`config.mk`:
```
export PLATFORM = sky130hd
export DESIGN_NAME = usb_rx_babble_guard
export DESIGN_NICKNAME = d
export VERILOG_FILES = /design/src/rtl/rxg_pkg.sv /design/src/rtl/rxg_frame_timer.sv /design/src/rtl/rxg_fifo.sv /design/src/rtl/rxg_pkt_monitor.sv /design/src/rtl/usb_rx_babble_guard.sv
export SDC_FILE = /design/constraint.sdc
export NUM_CORES = 1
export LEC_CHECK = 0
export BUFFER_PORTS_ARGS = -buffer_cell sky130_fd_sc_hd__buf_2
export CAP_MARGIN = 10
export CORE_ASPECT_RATIO = 0.9
export CORE_UTILIZATION = 50
export DETAILED_ROUTE_END_ITERATION = 16
export GPL_TIMING_DRIVEN = 0
export PLACE_DENSITY = 0.66
export SLEW_MARGIN = 20
export SYNTH_ARGS = -nofsm -noshare
export SYNTH_HDL_FRONTEND = slang
export SYNTH_SLANG_ARGS = --single-unit
```
`constraint.sdc`:
```
create_clock -name clk -period 6.6 [get_ports clk]
set_input_delay 1.65 -clock clk [delete_from_list [all_inputs] [get_ports clk]]
set_output_delay 1.65 -clock clk [all_outputs]
set_load 0.03 [all_outputs]
```
`src/rtl/rxg_pkg.sv`:
```
package rxg_pkg;

  // Disposition of the packet currently being received.
  typedef enum logic [1:0] {
    PK_GOOD   = 2'd0,  // bytes are being stored
    PK_BABBLE = 2'd1,  // size limit exceeded, rest dropped
    PK_OVFL   = 2'd2   // FIFO ran full, rest dropped
  } pkt_state_e;

  // Write-side commands from the packet monitor to the FIFO.
  typedef struct packed {
    logic push;
    logic commit;
    logic rollback;
  } fifo_cmd_t;

endpackage

```
`src/rtl/rxg_frame_timer.sv`:
```
module rxg_frame_timer #(
  parameter int FW = 14
) (
  input  logic          clk,
  input  logic          rst,
  input  logic [FW-1:0] interval,
  input  logic [FW-1:0] guard,
  output logic          sof_req,
  output logic          late_window
);

  logic [FW-1:0] cnt;
  logic [FW-1:0] cnt_nxt;
  logic          wrap;

  // The counter runs from 0 to interval-1. The >= compare also covers
  // an interval that is lowered while the counter is above it.
  always_comb begin
    wrap    = (cnt >= interval - 1'b1);
    cnt_nxt = wrap ? '0 : cnt + 1'b1;
  end

  always_ff @(posedge clk) begin
    if (rst) begin
      cnt         <= '0;
      sof_req     <= 1'b0;
      late_window <= 1'b0;
    end else begin
      cnt         <= cnt_nxt;
      sof_req     <= wrap;
      late_window <= (cnt_nxt >= interval - guard);
    end
  end

endmodule

```
`src/rtl/rxg_fifo.sv`:
```
module rxg_fifo #(
  parameter int DW = 8,
  parameter int AW = 6
) (
  input  logic          clk,
  input  logic          rst,
  input  logic          flush,
  input  rxg_pkg::fifo_cmd_t cmd,
  input  logic [DW-1:0] wdata,
  input  logic          rd_en,
  output logic [DW-1:0] rd_data,
  output logic          rd_valid,
  output logic          full,
  output logic [AW:0]   count
);

  localparam int DEPTH = 1 << AW;
  localparam logic [AW:0] DEPTH_V = (AW+1)'(DEPTH);

  logic [DW-1:0] mem [DEPTH];
  logic [AW:0]   wp_spec;
  logic [AW:0]   wp_com;
  logic [AW:0]   rp;
  logic          do_wr;
  logic          do_rd;

  always_comb begin
    full  = ((wp_spec - rp) == DEPTH_V);
    count = wp_com - rp;
    do_wr = cmd.push & ~full;
    do_rd = rd_en & (count != '0);
  end

  // Storage without reset so that it maps onto block RAM.
  always_ff @(posedge clk) begin
    if (do_wr) mem[wp_spec[AW-1:0]] <= wdata;
  end

  always_ff @(posedge clk) begin
    if (do_rd) rd_data <= mem[rp[AW-1:0]];
  end

  always_ff @(posedge clk) begin
    if (rst || flush) begin
      wp_spec  <= '0;
      wp_com   <= '0;
      rp       <= '0;
      rd_valid <= 1'b0;
    end else begin
      rd_valid <= do_rd;
      if (do_rd) rp <= rp + 1'b1;
      if (cmd.rollback)  wp_spec <= wp_com;
      else if (do_wr)    wp_spec <= wp_spec + 1'b1;
      if (cmd.commit)    wp_com  <= wp_spec;
    end
  end

endmodule

```
`src/rtl/rxg_pkt_monitor.sv`:
```
module rxg_pkt_monitor #(
  parameter int CW = 11
) (
  input  logic          clk,
  input  logic          rst,
  input  logic          byte_in,
  input  logic          eop_in,
  input  logic [CW-1:0] max_pkt,
  input  logic          fifo_full,
  output rxg_pkg::fifo_cmd_t cmd,
  output logic          babble_evt
);

  import rxg_pkg::*;

  pkt_state_e    st;
  logic [CW-1:0] nbytes;
  logic          over;

  always_comb begin
    over         = (nbytes >= max_pkt);
    cmd.push     = byte_in & (st == PK_GOOD) & ~over & ~fifo_full;
    cmd.commit   = eop_in & (st == PK_GOOD);
    cmd.rollback = eop_in & (st != PK_GOOD);
    babble_evt   = eop_in & (st == PK_BABBLE);
  end

  always_ff @(posedge clk) begin
    if (rst || eop_in) begin
      st     <= PK_GOOD;
      nbytes <= '0;
    end else if (byte_in && st == PK_GOOD) begin
      if (over)           st     <= PK_BABBLE;
      else if (fifo_full) st     <= PK_OVFL;
      else                nbytes <= nbytes + 1'b1;
    end
  end

endmodule

```
`src/rtl/usb_rx_babble_guard.sv`:
```
module usb_rx_babble_guard #(
  parameter int DW = 8,
  parameter int AW = 6,
  parameter int CW = 11,
  parameter int FW = 14
) (
  input  logic          clk,
  input  logic          rst,
  input  logic          soft_rst,
  input  logic [FW-1:0] frame_interval,
  input  logic [FW-1:0] guard_len,
  input  logic [CW-1:0] max_pkt,
  input  logic          rx_valid,
  input  logic [DW-1:0] rx_data,
  input  logic          rx_eop,
  input  logic          rd_en,
  output logic [DW-1:0] rd_data,
  output logic          rd_valid,
  output logic [AW:0]   fifo_count,
  input  logic          overcurrent,
  input  logic [1:0]    irq_clr,
  output logic          sof_req,
  output logic          late_window,
  output logic          token_en,
  output logic          port_enabled,
  output logic          irq_babble,
  output logic          irq_port_dis,
  output logic          ovc_cause
);

  import rxg_pkg::*;

  logic      srst;
  logic      byte_ok;
  logic      port_babble;
  logic      byte_in;
  logic      eop_in;
  logic      ovc_evt;
  logic      babble_evt;
  logic      fifo_full;
  fifo_cmd_t cmd;

  always_comb begin
    srst        = rst | soft_rst;
    byte_ok     = rx_valid & ~rx_eop & port_enabled;
    port_babble = byte_ok & late_window;
    byte_in     = byte_ok & ~late_window;
    eop_in      = rx_eop & port_enabled;
    ovc_evt     = overcurrent & port_enabled;
    token_en    = port_enabled & ~late_window;
  end

  rxg_frame_timer #(.FW(FW)) u_timer (
    .clk        (clk),
    .rst        (srst),
    .interval   (frame_interval),
    .guard      (guard_len),
    .sof_req    (sof_req),
    .late_window(late_window)
  );

  rxg_pkt_monitor #(.CW(CW)) u_mon (
    .clk       (clk),
    .rst       (srst | port_babble),
    .byte_in   (byte_in),
    .eop_in    (eop_in),
    .max_pkt   (max_pkt),
    .fifo_full (fifo_full),
    .cmd       (cmd),
    .babble_evt(babble_evt)
  );

  rxg_fifo #(.DW(DW), .AW(AW)) u_fifo (
    .clk     (clk),
    .rst     (srst),
    .flush   (port_babble),
    .cmd     (cmd),
    .wdata   (rx_data),
    .rd_en   (rd_en),
    .rd_data (rd_data),
    .rd_valid(rd_valid),
    .full    (fifo_full),
    .count   (fifo_count)
  );

  // Port state and sticky interrupts; a set event wins over a clear.
  always_ff @(posedge clk) begin
    if (srst) begin
      port_enabled <= 1'b1;
      irq_babble   <= 1'b0;
      irq_port_dis <= 1'b0;
      ovc_cause    <= 1'b0;
    end else begin
      if (port_babble || ovc_evt) port_enabled <= 1'b0;
      irq_babble   <= babble_evt | (irq_babble & ~irq_clr[0]);
      irq_port_dis <= port_babble | ovc_evt | (irq_port_dis & ~irq_clr[1]);
      ovc_cause    <= ovc_evt | (ovc_cause & ~irq_clr[1]);
    end
  end

endmodule

```
# == Word-level counts from Yosys, hierarchy flattened ==
# Memories as Yosys holds them, arrays and structs flattened. A register that Yosys moved wholly into a read port is not among the register bits.
# Cells that the tools add are included.
# word_totals
output_inout_bits,23
ramBits,512
memories,1
reg_bits,55
# mem_list
name,words,word_bits,read_ports,rd_ports_with_merged_regs,write_ports,line,rtl
u_fifo.mem,64,8,1,1,1,rxg_fifo.sv:20,logic [DW-1:0] mem [DEPTH];
# classes
add_sub_neg,8
n_eq_ne,2
n_lt_le_gt_ge,3
reduce_logical,11
mux,7
bitwise_logic,30
# op_table
op,n
14-bit >= comparator,2
1-bit bitwise AND,18
"14-bit by 1-bit adder with 14-bit output, second input constant",1
"7-bit by 1-bit adder with 7-bit output, second input constant",2
14-bit 2-to-1 mux,1
7-bit 2-to-1 mux,2
"14-bit by 1-bit subtractor with 14-bit output, second input constant",1
14-bit subtractor,1
7-bit subtractor,2
"11-bit by 1-bit adder with 11-bit output, second input constant",1
11-bit >= comparator,1
"7-bit == test, second input constant",1
7-bit nonzero test,1
1-bit NOT,6
1-bit OR,6
2-bit nonzero test,3
2-bit 2-to-1 mux,2
1-bit logical OR,3
3-bit AND reduction,1
"2-bit by 1-bit == test with 1-bit output, second input constant",1
2-bit logical NOT,1
1-bit 2-to-1 mux,2
2-bit AND reduction,1
1-bit logical AND,1

# == Depth between registers and ports, before layout ==
# Gate-level depths: netlist of the first run.
# depth
depth_word,10
ltp_mapped,23

# == Hierarchy ==
# Synthesis of the first run repeated with hierarchy kept, for this count alone.
# unflattened
hier_cells,1515
area_unflattened_um2,24890.1
# by_module_without_submodules
mod,area_each_um2,seq_area_each_um2,cells_each,n_inst
rxg_fifo,21504.4,16055.4,1090,1
rxg_frame_timer,2199.6,320.3,276,1
rxg_pkt_monitor,1003.5,260.2,128,1
usb_rx_babble_guard,182.7,80.1,21,1

# == Worst setup path before layout of the first run ==
# Ideal clock, no wire load.
# synth_path
path_type,input -> register
from,input frame_interval[2]
to,register u_timer.late_window
slack_ps,1000
arrival_time_ps,5484
path_buffers,2
required_time_ps,6484
cell_stages,21
cell_sequence,or4_1 -> nor2_1 -> nand2_1 -> nor3_1 -> xnor2_1 -> ha_1 -> or4_1 -> a21oi_1 -> o21ai_1 -> a221o_1 -> clkbuf_1 -> clkbuf_1 -> nor2_1 -> ha_1 -> nor2b_1 -> o21a_1 -> o21ai_0 -> nand2b_1 -> a21oi_1 -> o31ai_1 -> a41o_1
# synth_via
elab_chain_cells,4
elab_cells_between_ends,5
cone_classes,add/sub: 2; order compare: 2; mux: 1
# synth_lines
element,line,rtl
from (decl),usb_rx_babble_guard.sv:10,"input logic [FW-1:0] frame_interval,"
14-bit by 1-bit subtractor with 14-bit output,rxg_frame_timer.sv:19,wrap = (cnt >= interval - 1'b1);
14-bit >= comparator,rxg_frame_timer.sv:19,
14-bit 2-to-1 mux,rxg_frame_timer.sv:20,cnt_nxt = wrap ? '0 : cnt + 1'b1;
named net u_timer.cnt_nxt[1],rxg_frame_timer.sv:13,logic [FW-1:0] cnt_nxt;
14-bit >= comparator,rxg_frame_timer.sv:31,late_window <= (cnt_nxt >= interval - guard);
to (signal assigned),rxg_frame_timer.sv:31,
to (decl),rxg_frame_timer.sv:9,output logic late_window
# The timed path passes the listed nets, and every way through them passes these cells.
# A chain may end at the register's enable or synchronous reset.

# == Worst setup path in the final report of the first run ==
# layout_path
from,register u_fifo.rp[1]
to,output fifo_count[5]
# layout_via
elab_chain_cells,1
# layout_lines
element,line,rtl
from (decl),rxg_fifo.sv:23,logic [AW:0] rp;
from (signal assigned),rxg_fifo.sv:51,if (do_rd) rp <= rp + 1'b1;
7-bit subtractor,rxg_fifo.sv:29,count = wp_com - rp;
to (decl),usb_rx_babble_guard.sv:19,"output logic [AW:0] fifo_count,"
# Every way passes these cells.

==> run metrics, run 1 <==
register bit count reported by yosys 575; outcome finished clean; Ys Warns 0; die height 212 µm; design area 27600 µm²; Max-Cap Viols 0; cell taking the most area after synthesis edfxtp_1; Top FF cell, synth edfxtp_1; CP Class reg2out; CP Capture Type output pin; Highest Signal Layer met4; Mean Syn Cell Area 17.6 µm²; Final ANT Viol Nets 0; CTS Hold Bufs 0; Pre-antenna DRT Iters 5; n_diodes 0; reg2reg end u_fifo.mem[43][0]; top cells by area, synth edfxtp_1 (64%), mux4_2 (15%), dfxtp_1 (4.5%), ha_1 (3.5%), nor2_1 (1.8%); CP max FO 10; Yosys top cell area share 63.6%; post-DP HPWL 36.5 mm; area of all sequential standard cells 16700 µm²; Placed Area 25800 µm²; PortBufs 78; first-pass GRT wire length 84.2 mm; Worst VDD drop 179 µV; clock sinks 575; largest net degree at the start of global routing 65; CTS root buffer clkbuf_16; Worst Skew 0.0155 ns; WP data arrival 4.18 ns; DR WL/cell 25.1 µm; vias 13200; synthesized area 24600 µm²; post-synth cell types 57; met2 WL 26.5 mm; RSZ-0062 raised after global routing no; Peak Freq 172 MHz; Worst Hold Path EP ovc_cause; fin crit share 88.3%; Final Hold Viols 0; Worst Tran Pin Value 1.01 ns; Worst slew margin 32.8%; total die area 50000 µm²; GPL Wtd Cong 0.818; CTS buffer count 55; area grow syn2layout 12.2%; routed wire length 55.1 mm; min-delay worst type reg2reg; syn nets 1522; DRT met1 WL 24.3 mm; Seq/Total Area, Yosys 68.0%; Met3 Wirelength 3.45 mm; post-placement cell count 2098; P per Cell Area 299 nW/µm²; Lkg Pwr 9.07 nW; initial detailed-routing violation count 1292; # IOs 79; Finished Layout Cells 2199; Fill cells 3625; total global-route track usage 22.9%; clk buf depth 3; DRC 0; core box area 48200 µm²; initial antenna violation count 0; vias per cell 6.01; Final min period 5.83 ns; area of the multi-input gates 7400 µm²; Die Wd 236 µm; setup TNS 0 ns; nets 1658; crit start category flop; Synth top cells by count edfxtp_1 (520), mux4_2 (168), nor2_1 (120); Reg2Reg Launch Point u_fifo.rp[1]; vias in the first global route 13200; total chip power 8.26 mW; fin. max-slew vios 0; Worst EP required 4.95 ns; EDFF count, synth 520; Hold Crit Start ovc_cause; Overflow after GRT 0; CTS H-tree depth 2; Rows 76; clk slew on worst S/H paths 0.06 ns; worst hold path depth 2; Mapped Cells 1395; asr flop ratio synth 0%; clk_lat worst skew 0.60 ns; Resize count post-CTS 0; cell with the most instances after synthesis edfxtp_1; Util after Layout 57.2%; FF-to-FF setup slack 0.99 ns; CTS tree done; initial core utilization 51.0%; share of post-route cells with drive strength above 1 21.8%; Final setup viols 0; Register-to-Register Path Depth 13; post-CTS setup buffers 0
metrics by stage:
| stage | hold slack (ns) | worst slack, ns |
|---|---|---|
| 2_1_floorplan | 0.465 | 1.00 |
| 3_3_place_gp | 0.453 | 0.207 |
| 3_5_place_dp | 0.470 | 0.186 |
| 4_1_cts | 0.479 | 0.715 |
| 5_1_grt | 0.501 | 0.450 |
| 6_report | 0.476 | 0.771 |
logic make-up (layout without fill, tap and decap cells):
group | Yosys count | count (layout) | share of synthesized area [%]
xor gates and xnor gates | 48 | 48 | 1.71
buffers and inverters | 110 | 290 | 1.85
muxes | 177 | 177 | 15.8
DFF | 575 | 575 | 68.0
and+or+nand+nor | 292 | 292 | 5.70
adders and majority gates | 71 | 71 | 3.68
AOI/OAI and AO/OA | 122 | 122 | 3.25
how the worst max path moves through the flow:
stage	endpoint	from
detailed placement	u_timer.late_window	frame_interval[2]
finish	fifo_count[5]	u_fifo.rp[1]
CTS	fifo_count[5]	u_fifo.rp[1]
floorplan	u_timer.late_window	frame_interval[2]
global route	u_timer.late_window	frame_interval[2]
global placement	u_timer.late_window	frame_interval[2]
cells in the final DEF (no fill, tap or decap), drive strengths merged, types with 4 or more instances in the layout:
cell type and instances:
and3 8, o31ai 10, inv 51, clkinv 24
nand2 35, or3 14, edfxtp 520, nor3 23
a21o 9, xnor2 20, nor2b 13, or4 9
nand4 6, bufinv 7, ha 69, o21a 9
o21ai 28, nand2b 11, mux4 168, a21oi 37
nor2 120, nand3 31, dfxtp 55, nor4 4
xor2 28, and2 7, clkbuf 100, a31oi 5
mux2i 9, buf 105
flip-flops by register name (all words and copies together) (netlist names):
| register | flops |
|---|---|
| u_fifo.rd_data | 8 |
| u_mon.st | 2 |
| u_timer.late_window | 1 |
| u_mon.nbytes | 11 |
| ovc_cause | 1 |
| u_fifo.rp | 7 |
| u_timer.cnt | 14 |
| u_fifo.wp_com | 7 |
| u_fifo.rd_valid | 1 |
| irq_babble | 1 |
| port_enabled | 1 |
| u_fifo.mem | 512 |
| irq_port_dis | 1 |
| u_timer.sof_req | 1 |
| u_fifo.wp_spec | 7 |
report_power, final:
part           switching, mW  total [mW]  internal (mW)
Sequential            0.0129        4.02           4.01
Clock                   1.31        3.15           1.84
Combinational          0.606        1.08          0.475
Total                   1.93        8.26           6.33
layout make-up:
class,count,area share (%)
Buffer,59,0.966
Tap cell,624,2.83
Inverter,51,0.694
Multi-Input combinational cell,710,26.8
Sequential cell,575,60.6
Timing Repair Buffer,79,1.52
Clock inverter,34,1.23
Clock buffer,67,5.31
critical path, stage by stage (launching register included):
cell      delay, ns
dfxtp_1        0.38
clkbuf_1       0.48
clkbuf_1       0.69
buf_1          0.64
inv_1          0.17
ha_1           0.32
nor2b_1        0.15
o311ai_0       0.34
o211ai_1       0.18
buf_2          0.21
metal layers:
layer  up-vias  GRT usage, %
met5         -             0
met2       429          37.0
met4         0          5.09
li1       5845             -
met1      6855          33.3
met3        79          3.26
No activity file was read; power rests on OpenSTA's default activity.
==> run 2, diff against run 1 <==
--- a/config.mk
+++ b/config.mk
@@ -5,6 +5,7 @@
 export SDC_FILE = /design/constraint.sdc
 export NUM_CORES = 1
 export LEC_CHECK = 0
+export ABC_AREA = 1
 export BUFFER_PORTS_ARGS = -buffer_cell sky130_fd_sc_hd__buf_2
 export CAP_MARGIN = 10
 export CORE_ASPECT_RATIO = 0.9
==> run 2 against run 1 <==
Net effect:
- total power decreased by 3.7%
- wire length increased by 52%
- synthesized cell count increased by 69%
- final area increased by 4.1%
- register-to-register slack improved by 0.81 ns
- non-clock buffer count increased by 58
- largest power group unchanged
==> run metrics, run 2 <==
P per Cell Area 277 nW/µm²; clk slew on worst S/H paths 0.06 ns; Die Wd 241 µm; routed wire length 84.0 mm; synthesized area 25700 µm²; post-DP HPWL 55.2 mm; Synth top cells by count edfxtp_1 (520), nor2_1 (436), o21ai_0 (286); register bit count reported by yosys 575; CP max stage delay 0.47 ns; Top FF cell, synth edfxtp_1; largest net degree at the start of global routing 65; RSZ-0062 raised after global routing no; Placement Setup Slack 0.418 ns; max FFs per register 512; WP data arrival 6.12 ns; clk_lat worst skew 0.64 ns; Mapped Cells 2357; Overflow after GRT 0; Pre-antenna DRT Iters 6; initial antenna violation count 5; post-CTS setup buffers 0; crit start category input pin; cell with the most instances after synthesis edfxtp_1; die height 217 µm; DR WL/cell 26.1 µm; CTS Hold Bufs 0; CTS tree done; fin. max-slew vios 0; Peak Freq 179 MHz; Reg2Reg Launch Point u_fifo.rp[3]; min-delay worst type reg2reg; post-synth cell types 39; Crit path depth 24; outcome finished clean; Slowest cell on crit path nor4_1; reg2reg end u_fifo.mem[44][4]; Register-to-Register Path Depth 14; Resize count post-CTS 0; syn nets 2484; CTS H-tree depth 2; worst path cell trace buf_2 -> or2_2 -> nor2_1 -> nand2_1 -> nor2_1 -> nand2_1 -> nor2_1 -> nand3b_1 -> xnor2_1 -> inv_1 -> ha_1 -> nand2_1 -> nor4_1 -> o21ai_0 -> nand3_1 -> buf_2 -> nor2_1 -> ha_1 -> nand2_1 -> o21ai_0 -> a21oi_1 -> nand3_1 -> nand2_1 -> inv_1; area grow syn2layout 11.8%; top cells by area, synth edfxtp_1 (61%), nor2_1 (6.4%), o21ai_0 (5.6%), dfxtp_1 (4.3%), nand2_1 (4.0%); Worst Hold Path EP irq_babble; Final min period 5.59 ns; CP Capture Type flop; CTS root buffer clkbuf_16; Final setup viols 0; commonest cells after routing, fill and taps aside edfxtp_1 (520), nor2_1 (436), o21ai_0 (286), nand2_1 (273), inv_1 (129); vias in the first global route 18200; Worst VDD drop 232 µV; clk buf depth 3; Hold Crit Start irq_babble; initial core utilization 50.8%; setup TNS 0 ns; EDFF count, synth 520; Finished Layout Cells 3214; Worst EP required 7.13 ns; fin crit share 84.7%; commonest non-fill, non-tap cell in the layout edfxtp_1; total global-route track usage 32.2%; Yosys top cell area share 60.8%; Lkg Pwr 10.3 nW; CP Class in2reg; Final Hold Viols 0; share of post-route cells with drive strength above 1 9.91%; nets 2619; n_diodes 0; worst setup margin 1.01 ns; Max-Cap Viols 0; FF-to-FF setup slack 1.80 ns; Worst Skew 0.0205 ns; vias per cell 6.11; Final ANT Viol Nets 0; asr flop ratio synth 0%; Worst slew margin 21.4%; CTS buffer count 56; cell taking the most area after synthesis edfxtp_1; initial detailed-routing violation count 2863; Seq/Total Area, Yosys 65.1%; Ys Warns 0; total die area 52300 µm²; clock sinks 575; CP dominant cell by count nand2_1; vias 19600; Mean Syn Cell Area 10.9 µm²; CP max FO 10; # IOs 79; post-placement cell count 3114; worst hold path depth 2; DRC 0; GPL Wtd Cong 1.05; first-pass GRT wire length 120 mm; core box area 50600 µm²; Worst Tran Pin Value 1.18 ns; total chip power 7.95 mW; PortBufs 77; crit path buf inv count 4; Rows 78; kind of cell adding the most delay to the critical path simple AND/OR/NAND/NOR gates
-- run 2: worst min-delay path: cells and delay by family, from the launching register on --
kind | cells | cell delay [ns]
and+or+nand+nor | 1 | 0.06
DFF | 1 | 0.30
AOI/OAI and AO/OA | 1 | 0.05
-- run 2: worst max path at each step --
stage | startpoint | to | slack, ns
floorplan | frame_interval[1] | u_timer.late_window | 1.73
global placement | frame_interval[1] | u_timer.late_window | 0.53
detailed placement | frame_interval[1] | u_timer.late_window | 0.42
CTS | frame_interval[1] | u_timer.late_window | 1.07
global route | frame_interval[3] | u_timer.late_window | 0.58
finish | frame_interval[3] | u_timer.late_window | 1.01
-- run 2: layout make-up --
type                            count  area, µm²
Inverter                          136        510
Sequential cell                   575      16700
Clock buffer                       69       1470
Multi-Input combinational cell   1527       7900
Fill cell                        4296      21800
Clock inverter                     31        305
Tap cell                          680        851
Timing Repair Buffer               77        405
Buffer                            119        564
-- run 2: metrics by stage --
stage / hold slack (ns) / utilization [%] / cell area [µm²]
after global routing: 0.496 / 56.8 / 28700
after floorplan: 0.442 / - / 25700
final: 0.459 / 56.8 / 28700
after CTS: 0.464 / 56.8 / 28700
after global placement: 0.447 / 53.3 / 26900
after detailed placement: 0.456 / 53.3 / 26900
-- run 2: per-layer routing --
layer,routed length (µm),GRT usage [%],vias up
met5,33,0,-
met2,35300,46.3,1305
met1,33200,45.9,9455
met3,11100,8.32,248
met4,4310,14.7,4
li1,-,-,8614
-- run 2: where the power goes --
| part | switching, mW | internal, mW |
|---|---|---|
| Sequential | 0.00858 | 3.98 |
| Clock | 1.42 | 1.78 |
| Combinational | 0.576 | 0.191 |
| Total | 2.00 | 5.95 |
-- run 2: kinds of logic after synthesis --
group	share of synthesized area, %
flops	65.1
xor+xnor	1.70
fa+ha+maj	3.52
buf+inv	4.17
simple gates	14.4
compound gates	11.2
==> run 3, diff against run 2 <==
--- a/config.mk
+++ b/config.mk
@@ -5,14 +5,14 @@
 export SDC_FILE = /design/constraint.sdc
 export NUM_CORES = 1
 export LEC_CHECK = 0
-export ABC_AREA = 1
+export ABC_AREA = 0
 export BUFFER_PORTS_ARGS = -buffer_cell sky130_fd_sc_hd__buf_2
 export CAP_MARGIN = 10
 export CORE_ASPECT_RATIO = 0.9
 export CORE_UTILIZATION = 50
 export DETAILED_ROUTE_END_ITERATION = 16
 export GPL_TIMING_DRIVEN = 0
-export PLACE_DENSITY = 0.66
+export PLACE_DENSITY = 0.69
 export SLEW_MARGIN = 20
 export SYNTH_ARGS = -nofsm -noshare
 export SYNTH_HDL_FRONTEND = slang
==> constraint.sdc (replaced) <==
create_clock -name clk -period 4.75 [get_ports clk]
set_input_delay 1.1875 -clock clk [delete_from_list [all_inputs] [get_ports clk]]
set_output_delay 1.1875 -clock clk [all_outputs]
set_load 0.03 [all_outputs]
==> run 3 against run 2 <==
Net effect:
- sequential power is 40% higher
- sequential share of layout area is 2.0 points higher
- sequential cell count stayed put
- clock power is 37% higher
- combinational power is 94% higher
- non-clock buffer count is 55 lower
- final cell count is 32% lower
- clock-buffer cell count is 2 higher
- utilization is 0.78 points higher
- highest routed layer is now met4
==> run metrics, run 3 (synthesized netlist as in run 1, its figures left out) <==
n_diodes 0; Worst EP required 4.97 ns; DR WL/cell 24.7 µm; CP max stage delay 0.79 ns; clk_lat worst skew 0.60 ns; worst path cell trace clkbuf_1 -> buf_2 -> inv_1 -> ha_1 -> nor2b_1 -> o21ai_0 -> nor2_1 -> o221ai_4 -> and2_1 -> buf_2 -> nand3_1 -> nor2_1; commonest cells after routing, fill and taps aside edfxtp_1 (520), mux4_2 (168), nor2_1 (94), buf_2 (76), ha_1 (66); Worst Tran Pin Value 1.05 ns; GPL Wtd Cong 0.856; Hold Crit Start ovc_cause; initial antenna violation count 0; nets 1662; Lkg Pwr 9.14 nW; setup TNS 0 ns; max FFs per register 512; Fill cells 3562; Worst VDD drop 273 µV; post-DP HPWL 36.0 mm; Die Wd 236 µm; vias 13200; Register-to-Register Path Depth 12; CP Class reg2reg; # IOs 79; DRC 0; clk slew on worst S/H paths 0.06 ns; area of all sequential standard cells 16700 µm²; area grow syn2layout 13.0%; worst hold path depth 2; CP Capture Type flop; kind of cell adding the most delay to the critical path simple AND/OR/NAND/NOR gates; fin crit share 98.0%; outcome finished clean; vias per cell 6.02; clock sinks 575; FF-to-FF setup slack 0.1 ns; total chip power 11.4 mW; CP max FO 19; clk buf depth 3; CTS H-tree depth 2; total global-route track usage 22.3%; first-pass GRT wire length 82.2 mm; worst hold slack 0.470 ns; Peak Freq 215 MHz; routed wire length 54.4 mm; die height 212 µm; fin. max-slew vios 0; share of post-route cells with drive strength above 1 24.5%; PortBufs 78; P per Cell Area 412 nW/µm²; Final setup viols 0; CTS buffer count 56; reg2reg end u_fifo.mem[36][5]; Slowest cell on crit path nor2_1; initial detailed-routing violation count 1380; crit start category flop; Worst Skew 0.0204 ns; Worst slew margin 29.9%; initial core utilization 51.0%; Placed Area 25800 µm²; total die area 50000 µm²; WP data arrival 4.87 ns; RSZ-0062 raised after global routing yes; Final Hold Viols 0; Finished Layout Cells 2201; Pre-antenna DRT Iters 5; CTS root buffer clkbuf_16; commonest non-fill, non-tap cell in the layout edfxtp_1; Reg2Reg Launch Point u_fifo.rp[1]; min-delay worst type reg2reg; CTS tree done; Max-Cap Viols 0; post-placement cell count 2098; Overflow after GRT 0; Final min period 4.65 ns; vias in the first global route 13200; Rows 76; Final ANT Viol Nets 0; area of the multi-input gates 7540 µm²; crit path buf inv count 4; largest net degree at the start of global routing 65; core box area 48200 µm²; design area 27800 µm²; Worst Hold Path EP ovc_cause
==> run 3: cell count changes in the layout (fill, tap and decap cells not counted), sizes merged, moves of 13 or more <==
cell	previous run	this run
a21oi	84	37
buf	134	113
clkbuf	131	99
inv	137	52
mux4	0	168
nand2	288	35
nand3	122	31
nor2	439	120
nor2b	0	13
o211ai	51	2
o21ai	287	28
o22ai	63	1
or3	0	14
==> run 3: worst max-delay path by stage <==
stage,depth (start not counted),endpoint,from,slack [ns]
final,12,u_fifo.mem[36][5],u_fifo.rp[1],0.1
after global placement,22,u_timer.late_window,frame_interval[4],-0.68
after global routing,12,u_fifo.mem[37][5],u_fifo.rp[1],-0.20
after CTS,22,u_timer.late_window,frame_interval[4],0.04
after floorplan,21,u_timer.late_window,frame_interval[4],-0.09
after detailed placement,22,u_timer.late_window,frame_interval[4],-0.69
==> run 3: area by class of cell <==
type | count | area share (%)
buffer | 56 | 1.01
clock buffer | 71 | 5.43
clock inverter | 29 | 1.02
inverter | 51 | 0.689
multi-input combinational | 710 | 27.2
sequential | 575 | 60.2
tap | 624 | 2.81
timing repair buffer | 85 | 1.67
==> run 3: per-layer routing <==
layer / vias to the layer above / wire length [µm] / GRT usage (%)
met1: 6839 / 22900 / 31.1
met4: 0 / 992 / 6.04
li1: 5854 / - / -
met5: - / 0 / 0
met2: 476 / 26900 / 36.9
met3: 79 / 3690 / 3.32
==> run 3: worst min-delay path, cell delays in order (launching register included) <==
cell and delay, ns:
dfxtp_1 0.31, nand2b_1 0.06, a21oi_1 0.05
==> run 3: timing repair <==
item,CTS,global route
endpoints found under the setup margin,517,217
resized for setup,20,26
hold buffers,0,0
setup buffers,2,4
pin swaps,0,9
==> run 3: metrics by stage <==
stage               utilization [%]  setup WS (ns)
floorplan                         -        -0.0855
global placement               53.5         -0.681
CTS                            57.4         0.0364
finish                         57.6         0.0962
detailed placement             53.5         -0.691
global route                   57.6         -0.203
==> run 3: power by group <==
group / switching, mW / internal (mW)
clock: 1.81 / 2.55
combinational: 0.828 / 0.661
sequential: 0.0170 / 5.57
